## src/rtl/bisync_filt_pkg.sv

```systemverilog
package bisync_filt_pkg;

  // classification of the incoming character, produced by the datapath
  typedef struct packed {
    logic isSync;
    logic isDle;
    logic hit;
    logic hitWait;
    logic hitHunt;
  } charInfo_t;

  // one-cycle actions decided by the control
  typedef struct packed {
    logic write;
    logic bcsOnly;
    logic close;
    logic enterHunt;
  } filtStrobe_t;

endpackage

```

## src/rtl/bisync_filt_dp.sv

```systemverilog
module bisync_filt_dp
  import bisync_filt_pkg::*;
#(
  parameter int CHAR_W  = 8,
  parameter int TABLE_N = 8
) (
  input  logic                      clk,
  input  logic                      rstN,
  input  logic [CHAR_W-1:0]         chData,
  input  logic [CHAR_W-1:0]         syncChar,
  input  logic [CHAR_W-1:0]         dleChar,
  input  logic [TABLE_N*CHAR_W-1:0] ctlChar,
  input  logic [TABLE_N-1:0]        ctlValid,
  input  logic [TABLE_N-1:0]        ctlWaitBcs,
  input  logic [TABLE_N-1:0]        ctlHunt,
  input  filtStrobe_t               strobe,
  output charInfo_t                 info,
  output logic                      wrStrobe,
  output logic [CHAR_W-1:0]         wrData,
  output logic                      bcsInclude,
  output logic                      bufClose,
  output logic                      irq,
  output logic                      huntReq
);

  logic [TABLE_N-1:0] hitVec;

  for (genvar g = 0; g < TABLE_N; g++) begin : gEntry
    assign hitVec[g] = ctlValid[g] && (ctlChar[g*CHAR_W +: CHAR_W] == chData);
  end

  always_comb begin
    info         = '0;
    info.isSync  = (chData == syncChar);
    info.isDle   = (chData == dleChar);
    info.hit     = |hitVec;
    // walk from the top so the lowest matching index wins
    for (int i = TABLE_N - 1; i >= 0; i--) begin
      if (hitVec[i]) begin
        info.hitWait = ctlWaitBcs[i];
        info.hitHunt = ctlHunt[i];
      end
    end
  end

  always_ff @(posedge clk or negedge rstN) begin
    if (!rstN) begin
      wrStrobe   <= 1'b0;
      wrData     <= '0;
      bcsInclude <= 1'b0;
      bufClose   <= 1'b0;
      irq        <= 1'b0;
      huntReq    <= 1'b0;
    end else begin
      wrStrobe   <= strobe.write;
      bcsInclude <= strobe.write | strobe.bcsOnly;
      bufClose   <= strobe.close;
      irq        <= strobe.close;
      huntReq    <= strobe.enterHunt;
      if (strobe.write | strobe.bcsOnly) wrData <= chData;
    end
  end

endmodule

```

## src/rtl/bisync_filt_ctrl.sv

```systemverilog
module bisync_filt_ctrl
  import bisync_filt_pkg::*;
#(
  parameter int BCS_MAX = 2
) (
  input  logic        clk,
  input  logic        rstN,
  input  logic        chValid,
  input  logic        resync,
  input  logic        syncEn,
  input  logic        dleEn,
  input  logic        transpMode,
  input  logic        bcsTwoBytes,
  input  charInfo_t   info,
  output filtStrobe_t strobe,
  output logic        hunting
);

  localparam int BCS_W = $clog2(BCS_MAX + 1);

  logic [BCS_W-1:0] bcsLeft;
  logic             dlePend;
  logic             pendHunt;
  logic             setDle, clrDle, loadBcs, stepBcs;

  always_comb begin
    strobe  = '0;
    setDle  = 1'b0;
    clrDle  = 1'b0;
    loadBcs = 1'b0;
    stepBcs = 1'b0;
    if (chValid && !hunting) begin
      if (bcsLeft != '0) begin
        strobe.bcsOnly = 1'b1;
        stepBcs        = 1'b1;
        if (bcsLeft == BCS_W'(1)) begin
          strobe.close     = 1'b1;
          strobe.enterHunt = pendHunt;
        end
      end else if (transpMode && dleEn && info.isDle && !dlePend) begin
        setDle = 1'b1;
      end else if (dlePend && info.isSync) begin
        clrDle = 1'b1;
      end else if (!(syncEn && info.isSync)) begin
        strobe.write = 1'b1;
        clrDle       = 1'b1;
        if (info.hit) begin
          if (info.hitWait) begin
            loadBcs = 1'b1;
          end else begin
            strobe.close     = 1'b1;
            strobe.enterHunt = info.hitHunt;
          end
        end
      end
    end
  end

  always_ff @(posedge clk or negedge rstN) begin
    if (!rstN) begin
      hunting  <= 1'b0;
      dlePend  <= 1'b0;
      bcsLeft  <= '0;
      pendHunt <= 1'b0;
    end else begin
      if (strobe.enterHunt) hunting <= 1'b1;
      else if (resync)      hunting <= 1'b0;

      if (setDle)                         dlePend <= 1'b1;
      else if (clrDle || strobe.enterHunt) dlePend <= 1'b0;

      if (loadBcs) begin
        bcsLeft  <= bcsTwoBytes ? BCS_W'(2) : BCS_W'(1);
        pendHunt <= info.hitHunt;
      end else if (stepBcs) begin
        bcsLeft  <= bcsLeft - BCS_W'(1);
      end
    end
  end

endmodule

```

## src/rtl/bisync_rx_filter.sv

```systemverilog
module bisync_rx_filter
  import bisync_filt_pkg::*;
#(
  parameter int CHAR_W  = 8,
  parameter int TABLE_N = 8
) (
  input  logic                      clk,
  input  logic                      rstN,
  input  logic                      chValid,
  input  logic [CHAR_W-1:0]         chData,
  input  logic [CHAR_W-1:0]         syncChar,
  input  logic                      syncEn,
  input  logic [CHAR_W-1:0]         dleChar,
  input  logic                      dleEn,
  input  logic                      transpMode,
  input  logic                      bcsTwoBytes,
  input  logic [TABLE_N*CHAR_W-1:0] ctlChar,
  input  logic [TABLE_N-1:0]        ctlValid,
  input  logic [TABLE_N-1:0]        ctlWaitBcs,
  input  logic [TABLE_N-1:0]        ctlHunt,
  input  logic                      resync,
  output logic                      wrStrobe,
  output logic [CHAR_W-1:0]         wrData,
  output logic                      bcsInclude,
  output logic                      bufClose,
  output logic                      irq,
  output logic                      huntReq,
  output logic                      hunting
);

  charInfo_t   info;
  filtStrobe_t strobe;

  bisync_filt_dp #(.CHAR_W(CHAR_W), .TABLE_N(TABLE_N)) uDp (
    .clk(clk), .rstN(rstN), .chData(chData), .syncChar(syncChar),
    .dleChar(dleChar), .ctlChar(ctlChar), .ctlValid(ctlValid),
    .ctlWaitBcs(ctlWaitBcs), .ctlHunt(ctlHunt), .strobe(strobe),
    .info(info), .wrStrobe(wrStrobe), .wrData(wrData),
    .bcsInclude(bcsInclude), .bufClose(bufClose), .irq(irq),
    .huntReq(huntReq)
  );

  bisync_filt_ctrl #(.BCS_MAX(2)) uCtrl (
    .clk(clk), .rstN(rstN), .chValid(chValid), .resync(resync),
    .syncEn(syncEn), .dleEn(dleEn), .transpMode(transpMode),
    .bcsTwoBytes(bcsTwoBytes), .info(info), .strobe(strobe),
    .hunting(hunting)
  );

endmodule

```

## config.mk

```make
export PLATFORM = sky130hd
export DESIGN_NAME = bisync_rx_filter
export DESIGN_NICKNAME = d
export VERILOG_FILES = /design/src/rtl/bisync_filt_pkg.sv /design/src/rtl/bisync_filt_dp.sv /design/src/rtl/bisync_filt_ctrl.sv /design/src/rtl/bisync_rx_filter.sv
export SDC_FILE = /design/constraint.sdc
export NUM_CORES = 1
export LEC_CHECK = 0
export ABC_AREA = 1
export BUFFER_PORTS_ARGS = -buffer_cell sky130_fd_sc_hd__buf_2
export CAP_MARGIN = 20
export CORE_ASPECT_RATIO = 0.75
export CORE_UTILIZATION = 30
export CTS_CLUSTER_SIZE = 16
export DETAILED_ROUTE_END_ITERATION = 7
export PLACE_DENSITY = 0.68
export SYNTH_ARGS = -nofsm -noshare
export SYNTH_HDL_FRONTEND = slang
export SYNTH_HIERARCHICAL = 1
export SYNTH_SLANG_ARGS = --single-unit
export TNS_END_PERCENT = 30
```

## constraint.sdc

```tcl
create_clock -name clk -period 3.3 [get_ports clk]
set_clock_uncertainty 0.2 [all_clocks]
set_input_delay 0 -clock clk [delete_from_list [all_inputs] [get_ports clk]]
set_output_delay 0 -clock clk [all_outputs]
set_load 0.01 [all_outputs]
```

==> reports/results.md, run 1 <==
| Metric | Value | Unit |
| --- | --- | --- |
| Result of the run | complete, but fails checks | - |
| Overall die width | 103 | um |
| RR Endpoint | uCtrl/dlePend | - |
| Kind of cell adding the most delay to the critical path | buffers and inverters | - |
| Crit path max-delay cell type | dlygate4sd3_1 | - |
| Net switching fraction of the power | 40.5 | % |
| Largest net degree at the start of global routing | 18 | - |
| Reg2Reg Setup Slack | 1.13 | ns |
| Area share of the largest cell type after synthesis | 18.5 | % |
| Bufs and invs on worst path | 4 | - |
| Violated checks | negative hold slack | - |
| First-pass detailed-route iteration total | 4 | - |
| Final period utilization | 74.0 | % |
| Area used by multi-input combinational logic | 1540 | um2 |
| Relative max-transition margin | 64.0 | % |
| Area added between synthesis and finish | 35.6 | % |
| Clock Tree Buf Depth | 2 | - |
| Setup violations, final | 0 | - |
| Routability congestion estimate | 0.839 | - |
| Multiplexer share of the synthesized area | 0 | % |
| Number of DRC markers after the initial detailed-route iteration | 169 | - |
| Post-synth design cell area | 2290 | um2 |
| Slowest cell delay on critical path | 0.57 | ns |
| Number of placed I/O pins | 134 | - |
| Post-place setup slack | 0.959 | ns |
| Net switching power of the design | 0.404 | mW |
| Yosys top cell by area | dfrtp_1 | - |
| Via count | 2820 | - |
| Worst Tran Pin Value | 0.535 | ns |
| Via count of the first global-routing pass | 2696 | - |
| Vertical die dimension | 77.7 | um |
| Placed cell count | 591 | - |
| Post-cts gate resize count | 0 | - |
| Number of storage elements in the synthesis netlist | 17 | - |
| Power share of the sequential group | 32.2 | % |
| Number of enable-type register cells in the synthesized netlist | 0 | - |
| Share of async-settable or async-resettable flops after synthesis | 100 | % |
| RSZ-0062 raised after global routing | false | - |
| Detailed placer's ending HPWL | 6.66 | mm |
| Part of the Yosys area used for sequential elements | 18.5 | % |
| Antenna violation net count after detailed routing | 0 | - |
| Overall power consumption | 0.997 | mW |
| Synth Area in Compound Gates | 12.4 | % |
| Worst hold slack across all endpoints | -0.00310 | ns |
| Share of final-layout standard cells stronger than drive strength 1 | 34.2 | % |
| Gate count after technology mapping | 369 | - |
| Antenna violations before repair | 0 | - |
| Layout Nets | 626 | - |
| Remaining global-route overflow | 0 | - |
| Gr usage total | 20.1 | % |
| CP cell instances | buf_2, inv_2, or2_2, nand4_1, nor4_1, nand2_1, nor2_1, dlygate4sd3_1, nand2_1, dlygate4sd3_1, nand2_1 | - |
| Number of nets produced by synthesis | 491 | - |
| Power density over the cells | 320 | nW/um2 |
| Clock power frac | 15.1 | % |
| Cell area after layout | 3110 | um2 |
| Capturing element type of the critical path | register | - |
| Critical Path Source Type | input port | - |
| Final routed DRC violation total | 0 | - |
| Required time reported for the critical path endpoint | 3.29 | ns |
| Largest family of logic cells by synthesized area | simple AND/OR/NAND/NOR gates | - |
| Storage cell area | 425 | um2 |
| Synthesized area per cell | 6.22 | um2 |
| CTS root buf | clkbuf_8 | - |
| Buffers added on ports | 133 | - |
| Max-slew violation total from the final report | 0 | - |
| Setup Buffers After CTS | 0 | - |
| Post-synthesis share of cell area spent on xor and xnor gates | 12.6 | % |
| Cell Int Power | 0.593 | mW |
| First-pass GRT wire length | 12.4 | mm |
| Number of sinks driven by the clock tree | 17 | - |
| Synth warnings | 6 | - |
| Initial standard-cell utilization of the core | 31.2 | % |
| Classification of the worst setup path | in2reg | - |
| Fin Setup TNS | 0 | ns |
| Simple-Gate Fraction of Synth Area | 40.9 | % |
| CP most frequent cell | nand2_1 | - |
| Dominant cells by area after synthesis | dfrtp_1 19%, nand2_1 17%, xnor2_1 10%, inv_1 6.2%, nor2_1 6.2% | - |
| Cell area after placement | 2970 | um2 |
| Cell variety after synth | 41 | - |
| Clock-pin transition on the worst setup and hold timing paths | 0.06 | ns |
| Total length of routed wires | 8.04 | mm |
| Worst path setup slack after routing | 0.859 | ns |
| H-tree Lvls | 1 | - |
| Reg2reg start | uCtrl/dlePend | - |
| Count of max-cap constraint violations | 0 | - |
| Die area | 8010 | um2 |
| Area of the core | 7360 | um2 |
| Cts bufs inserted | 3 | - |
| Highest fanout seen on the critical path | 17 | - |
| Post-DR wirelength/cell | 13.3 | um |
| Insertion delay of the later-clocked pin in the worst-skew pair | 0.25 | ns |
| Data arrival time of the worst path | 2.43 | ns |
| CTS tree | done | - |
| Time the final worst path needs with I/O delays and setup | 2.44 | ns |
| Count of non-filler cells in the finished layout | 605 | - |
| Share of synthesized cell area in full adder, half adder and majority cells | 1.09 | % |
| Classification of the worst-slack hold path | in2async | - |
| Peak supply drop | 217 | uV |
| Total number of placement rows | 27 | - |
| Final count of hold timing violations | 17 | - |
| Power share of the combinational group | 52.7 | % |
| Achievable Freq | 410 | MHz |
| Main flop type after synthesis | dfrtp_1 | - |
| Fill count | 822 | - |
| Via-per-instance ratio | 4.66 | - |
| Leak Pwr | 1.65 | nW |
| Register-to-Register Path Depth | 7 | - |
-- cell families (layout without fill, tap and decap cells) --
family / count (synthesis) / count (layout)
AND/OR/NAND/NOR: 204 / 204
XOR/XNOR: 33 / 33
buffers and inverters: 66 / 200
other: 0 / 1
flip-flops: 17 / 17
AO/OA/AOI/OAI: 47 / 47
adder cells (fa/ha/maj): 2 / 2
-- worst max path at each step --
stage / from / depth (start not counted) / slack [ns] / to
6_report: chData[1] / 11 / 0.86 / uCtrl/dlePend
3_3_place_gp: chData[4] / 22 / 0.99 / uCtrl/dlePend
3_5_place_dp: chData[4] / 22 / 0.96 / uCtrl/dlePend
5_1_grt: chData[1] / 11 / 0.67 / uCtrl/dlePend
4_1_cts: chData[1] / 11 / 0.88 / uCtrl/dlePend
2_1_floorplan: chData[0] / 14 / 1.17 / uDp/wrData[0]
-- power groups by stage --
stage               logic (mW)  clock network, mW  registers, mW
global placement         0.498                  0          0.327
global route             0.589              0.165          0.331
detailed placement       0.512                  0          0.324
CTS                      0.519              0.156          0.321
floorplan                0.283                  0          0.350
finish                   0.526              0.150          0.321
-- through the flow --
stage	utilization (%)	hold WS [ns]
finish	42.3	-0.00310
global route	42.2	0.0376
CTS	42.2	0.00480
detailed placement	40.4	-0.265
global placement	40.4	-0.264
floorplan	-	-0.496
-- cells in the final DEF (no fill, tap or decap), drive strengths merged, types with 3 or more instances in the layout --
cell and instances:
dfrtp 17, clkbuf 4, xor2 6, nor2 48
nand3b 3, nor3 4, a21oi 9, nor4 3
buf 134, or2 6, o2111ai 4, nand4 15
inv 52, o21ai 25, nand2 108, xnor2 27
dlygate4sd3 9, o22ai 4, nand3 15
-- synthesized netlist by cell type, types with 6 or more instances --
library cell  instances
nand2_1             105
inv_1                38
nor2_1               38
xnor2_1              27
o21ai_0              19
dfrtp_1              17
nand3_1              15
nand4_1              13
inv_2                10
a21oi_1               7
buf_6                 7
nor2_2                7
xor2_1                6
-- metal layers --
metal	vias up	track usage [%]	share of wire, %
li1	1444	-	-
met1	1226	26.9	46
met2	136	33.8	46
met3	14	2.07	6.8
met4	0	5.92	1.6
met5	-	0	0
-- layout make-up --
type                    instances  share of cell area, %
diodes                          1                 0.0804
clock buffers                   4                   1.45
well taps                     101                   4.06
inverters                      53                   6.80
repair buffers                143                   24.5
multi-input cells             286                   49.4
flip-flops and latches         17                   13.7
-- flip-flops by register name, indices dropped and copies added (netlist names) --
| signal | flops |
|---|---|
| uDp/wrData | 8 |
| uCtrl/bcsLeft | 2 |
| uCtrl/dlePend | 1 |
| uCtrl/hunting | 1 |
| uCtrl/pendHunt | 1 |
| uDp/bcsInclude | 1 |
| uDp/huntReq | 1 |
| uDp/irq | 1 |
| uDp/wrStrobe | 1 |
-- timing repair --
action | in CTS | in global routing
hold buffers | 9 | 0
hold endpoints to repair | 24 | 0
endpoints found under the setup margin | 0 | 0
-- worst reg2reg max path: stages (launching register included) --
cell and delay (ns):
dfrtp_1 0.42, inv_1 0.09, nand2_1 0.05, nor2_1 0.15, dlygate4sd3_1 0.57, nand2_1 0.05, dlygate4sd3_1 0.54, nand2_1 0.06
No activity file was read; power rests on OpenSTA's default activity.
==> run 2: changes to the inputs <==
Settings changed: ABC_AREA 1 to 0, PLACE_DENSITY 0.68 to 0.72.
Clock period 3.3 ns to 2.1 ns, I/O delays scaled along.
==> run 2 against run 1 <==
The run still ends with negative hold slack left. Power grew 76%. Critical path depth unchanged. Sequential cell count did not move. Global-route usage is 0.38 points higher. Sequential power rose by 58%. Critical endpoint is now uCtrl/bcsLeft[1]. Largest cell class unchanged.
==> reports/results.md, run 2 <==
| Metric | Value | Unit | Delta |
| --- | --- | --- | --- |
| Number of placed I/O pins | 134 | - | unchanged |
| Vertical die dimension | 73.5 | um | -5.4% |
| Simple-Gate Fraction of Synth Area | 21.4 | % | -20 points |
| Largest registers ranked by flip-flop count | uDp/wrData x8, uCtrl/bcsLeft x2 | - |  |
| Post-DR wirelength/cell | 15.7 | um | +18% |
| Dominant cells by area after synthesis | xnor2_1 21%, dfrtp_1 21%, xor2_1 12%, mux2_2 5.0%, nand4_1 4.0% | - |  |
| Bufs and invs on worst path | 3 | - | -1 |
| Time the final worst path needs with I/O delays and setup | 2.06 | ns |  |
| Area added between synthesis and finish | 71.6 | % |  |
| RSZ-0062 raised after global routing | true | - |  |
| Crit path max-delay cell type | or4_4 | - |  |
| Most common cell after layout, fill and taps aside | buf_2 | - |  |
| Highest fanout seen on the critical path | 6 | - | -11 |
| Overall die width | 97.4 | um | -5.4% |
| Number of sinks driven by the clock tree | 17 | - | unchanged |
| Total number of placement rows | 25 | - | -7.4% |
| Worst Tran Pin Value | 0.388 | ns | -0.147 ns |
| Count of max-cap constraint violations | 0 | - | unchanged |
| Cell variety after synth | 45 | - | +9.8% |
| Final period utilization | 98.2 | % |  |
| Part of the Yosys area used for sequential elements | 20.8 | % | +2.2 points |
| Count of non-filler cells in the finished layout | 485 | - | -20% |
| Layout Nets | 527 | - | -16% |
| Routability congestion estimate | 0.843 | - | +0.50% |
| Die area | 7160 | um2 | -11% |
| Multiplexer share of the synthesized area | 7.15 | % | +7.2 points |
| Power density over the cells | 501 | nW/um2 | +56% |
| Critical Path Source Type | input port | - |  |
| Via-per-instance ratio | 4.90 | - | +5.1% |
| Setup violations, final | 0 | - | unchanged |
| Synthesized area per cell | 9.18 | um2 | +48% |
| Clock Tree Buf Depth | 2 | - | unchanged |
| CTS tree | done | - |  |
| Cts bufs inserted | 3 | - | unchanged |
| Synth warnings | 6 | - | unchanged |
| Detailed placer's ending HPWL | 6.27 | mm | -6.0% |
| Worst hold slack across all endpoints | -0.000963 | ns | +0.00214 ns |
| Kind of cell adding the most delay to the critical path | simple AND/OR/NAND/NOR gates | - |  |
| Placed cell count | 469 | - | -21% |
| Via count | 2376 | - | -16% |
| Capturing element type of the critical path | register | - |  |
| Number of DRC markers after the initial detailed-route iteration | 63 | - | -63% |
| Leading cell types in the layout, fill and taps excluded | 125 x buf_2, 45 x xnor2_1, 34 x buf_4, 24 x xor2_1, 17 x dfrtp_1 | - |  |
| Area of the core | 6440 | um2 | -13% |
| Most used standard cells in the synthesized netlist | 50 x xnor2_1, 28 x xor2_1, 17 x dfrtp_1 | - |  |
| Register bank with the most flops | uDp/wrData | - |  |
| Final count of hold timing violations | 4 | - | -13 |
| H-tree Lvls | 1 | - | unchanged |
| Clock-pin transition on the worst setup and hold timing paths | 0.07 | ns | about the same |
| Classification of the worst-slack hold path | in2async | - |  |
| Peak supply drop | 320 | uV | +47% |
| Gate count after technology mapping | 223 | - | -40% |
| Violated checks | negative hold slack | - |  |
| Yosys top cell by area | xnor2_1 | - |  |
| Largest net degree at the start of global routing | 18 | - | unchanged |
| Leak Pwr | 1.66 | nW | +0.43% |
| Gr usage total | 20.5 | % | +0.38 points |
| Number of enable-type register cells in the synthesized netlist | 0 | - | unchanged |
| Share of final-layout standard cells stronger than drive strength 1 | 57.4 | % | +23 points |
| First-pass detailed-route iteration total | 5 | - | +1 |
| Share of async-settable or async-resettable flops after synthesis | 100 | % | unchanged |
| Via count of the first global-routing pass | 2450 | - | -9.1% |
| Most common cell in the synthesized netlist | xnor2_1 | - |  |
| Main flop type after synthesis | dfrtp_1 | - |  |
| Max-slew violation total from the final report | 0 | - | unchanged |
| First-pass GRT wire length | 11.5 | mm | -6.9% |
| Diode insertion count for antenna repair | 0 | - | -1 |
| Relative max-transition margin | 74.2 | % | +10 points |
| CP most frequent cell | buf_6 | - |  |
| Result of the run | complete, but fails checks | - |  |
| Number of flip-flops in the largest register | 8 | - | unchanged |
| Buffers added on ports | 133 | - | unchanged |
| Antenna violations before repair | 0 | - | unchanged |
| Classification of the worst setup path | in2reg | - |  |
| Required time reported for the critical path endpoint | 2.04 | ns | -1.25 ns |
| Post-synth design cell area | 2050 | um2 | -11% |
| Reg2Reg Setup Slack | 0.08 | ns | -1.05 ns |
| Data arrival time of the worst path | 2.01 | ns | -0.42 ns |
| CTS root buf | clkbuf_8 | - |  |
| Number of nets produced by synthesis | 345 | - | -30% |
| Slowest cell delay on critical path | 0.53 | ns | -0.04 ns |
| Remaining global-route overflow | 0 | - | unchanged |
| Insertion delay of the later-clocked pin in the worst-skew pair | 0.26 | ns | about the same |
| Largest family of logic cells by synthesized area | XOR/XNOR gates | - |  |
| Antenna violation net count after detailed routing | 0 | - | unchanged |
| CP cell instances | buf_6, buf_6, xnor2_1, nand4_1, nor3_2, buf_4, a31o_2, or4_4, and2_4, nand4_4, mux2_4 | - |  |
| Number of storage elements in the synthesis netlist | 17 | - | unchanged |
| Final routed DRC violation total | 0 | - | unchanged |
| Total length of routed wires | 7.64 | mm | -5.0% |
| Share of synthesized cell area in full adder, half adder and majority cells | 1.22 | % | +0.13 points |
| Initial standard-cell utilization of the core | 31.8 | % | +0.61 points |
| Achievable Freq | 485 | MHz |  |
| Synth Area in Compound Gates | 7.64 | % | -4.7 points |
| Layout Utilization | 54.5 | % | +12 points |
| Area share of the largest cell type after synthesis | 21.4 | % | +2.9 points |
| Post-synthesis share of cell area spent on xor and xnor gates | 35.8 | % | +23 points |
run 2: logic make-up after synthesis:
logic type / after synthesis
AOI/OAI and AO/OA: 20
muxes: 13
DFF: 17
xor gates and xnor gates: 81
and+or+nand+nor: 73
buffers and inverters: 17
adders and majority gates: 2
run 2: per-layer routing:
layer  global-route usage, %  wire [um]  up-vias
li1                        -          -     1141
met1                    25.8       3290     1119
met2                    38.0       3710      112
met3                    3.43        586        4
met4                    2.61         47        0
met5                       0          0        -
run 2: where the power goes:
part / internal [mW] / switching, mW
Clock: 0.132 / 0.122
Sequential: 0.444 / 0.0635
Combinational: 0.544 / 0.451
run 2: layout make-up:
type / count / area, um2
Timing Repair Buffer: 186 / 1220
Clock inverter: 1 / 5.00
Tap cell: 81 / 101
Multi-Input combinational cell: 189 / 1690
Clock buffer: 3 / 41.3
Fill cell: 591 / 2930
Inverter: 8 / 30.0
Sequential cell: 17 / 425
run 2: worst register-to-register path, stage by stage (launching register included):
cell     delay [ns]
dfrtp_1        0.37
inv_1          0.05
ha_1           0.24
and3b_2        0.25
and3_1         0.18
nor2_2         0.14
buf_12         0.14
mux2_2         0.33
run 2: per-stage QoR:
stage	worst slack [ns]	TNS (ns)	power, mW	area [um2]
5_1_grt	-0.0390	-0.0751	1.88	3510
6_report	0.0378	0	1.76	3510
3_3_place_gp	-0.364	-1.91	1.42	3110
3_5_place_dp	-0.420	-2.55	1.43	3110
4_1_cts	0.000778	0	1.73	3390
2_1_floorplan	-0.0954	-0.191	1.03	2110
run 2: path summary, 6_finish.rpt:
kind / end / cells after the start / from
max: uCtrl/bcsLeft[1] / 11 / chData[4]
min: uDp/huntReq / 2 / rstN
max reg2reg: uDp/wrData[1] / 7 / uCtrl/bcsLeft[0]
min reg2reg: uDp/wrData[1] / 1 / uDp/wrData[1]
max in group asynchronous: uDp/wrData[1] / 2 / rstN
min in group clk: uDp/wrData[3] / 4 / chData[3]
run 2: timing repair:
item / 4_1_cts / 5_1_grt
gates cloned: 0 / 0
setup endpoints to repair: 4 / 10
hold endpoints to repair: 24 / 0
buffers inserted: 5 / 2
hold buffers: 7 / 0
resized for setup: 35 / 20
pin swaps: 15 / 15
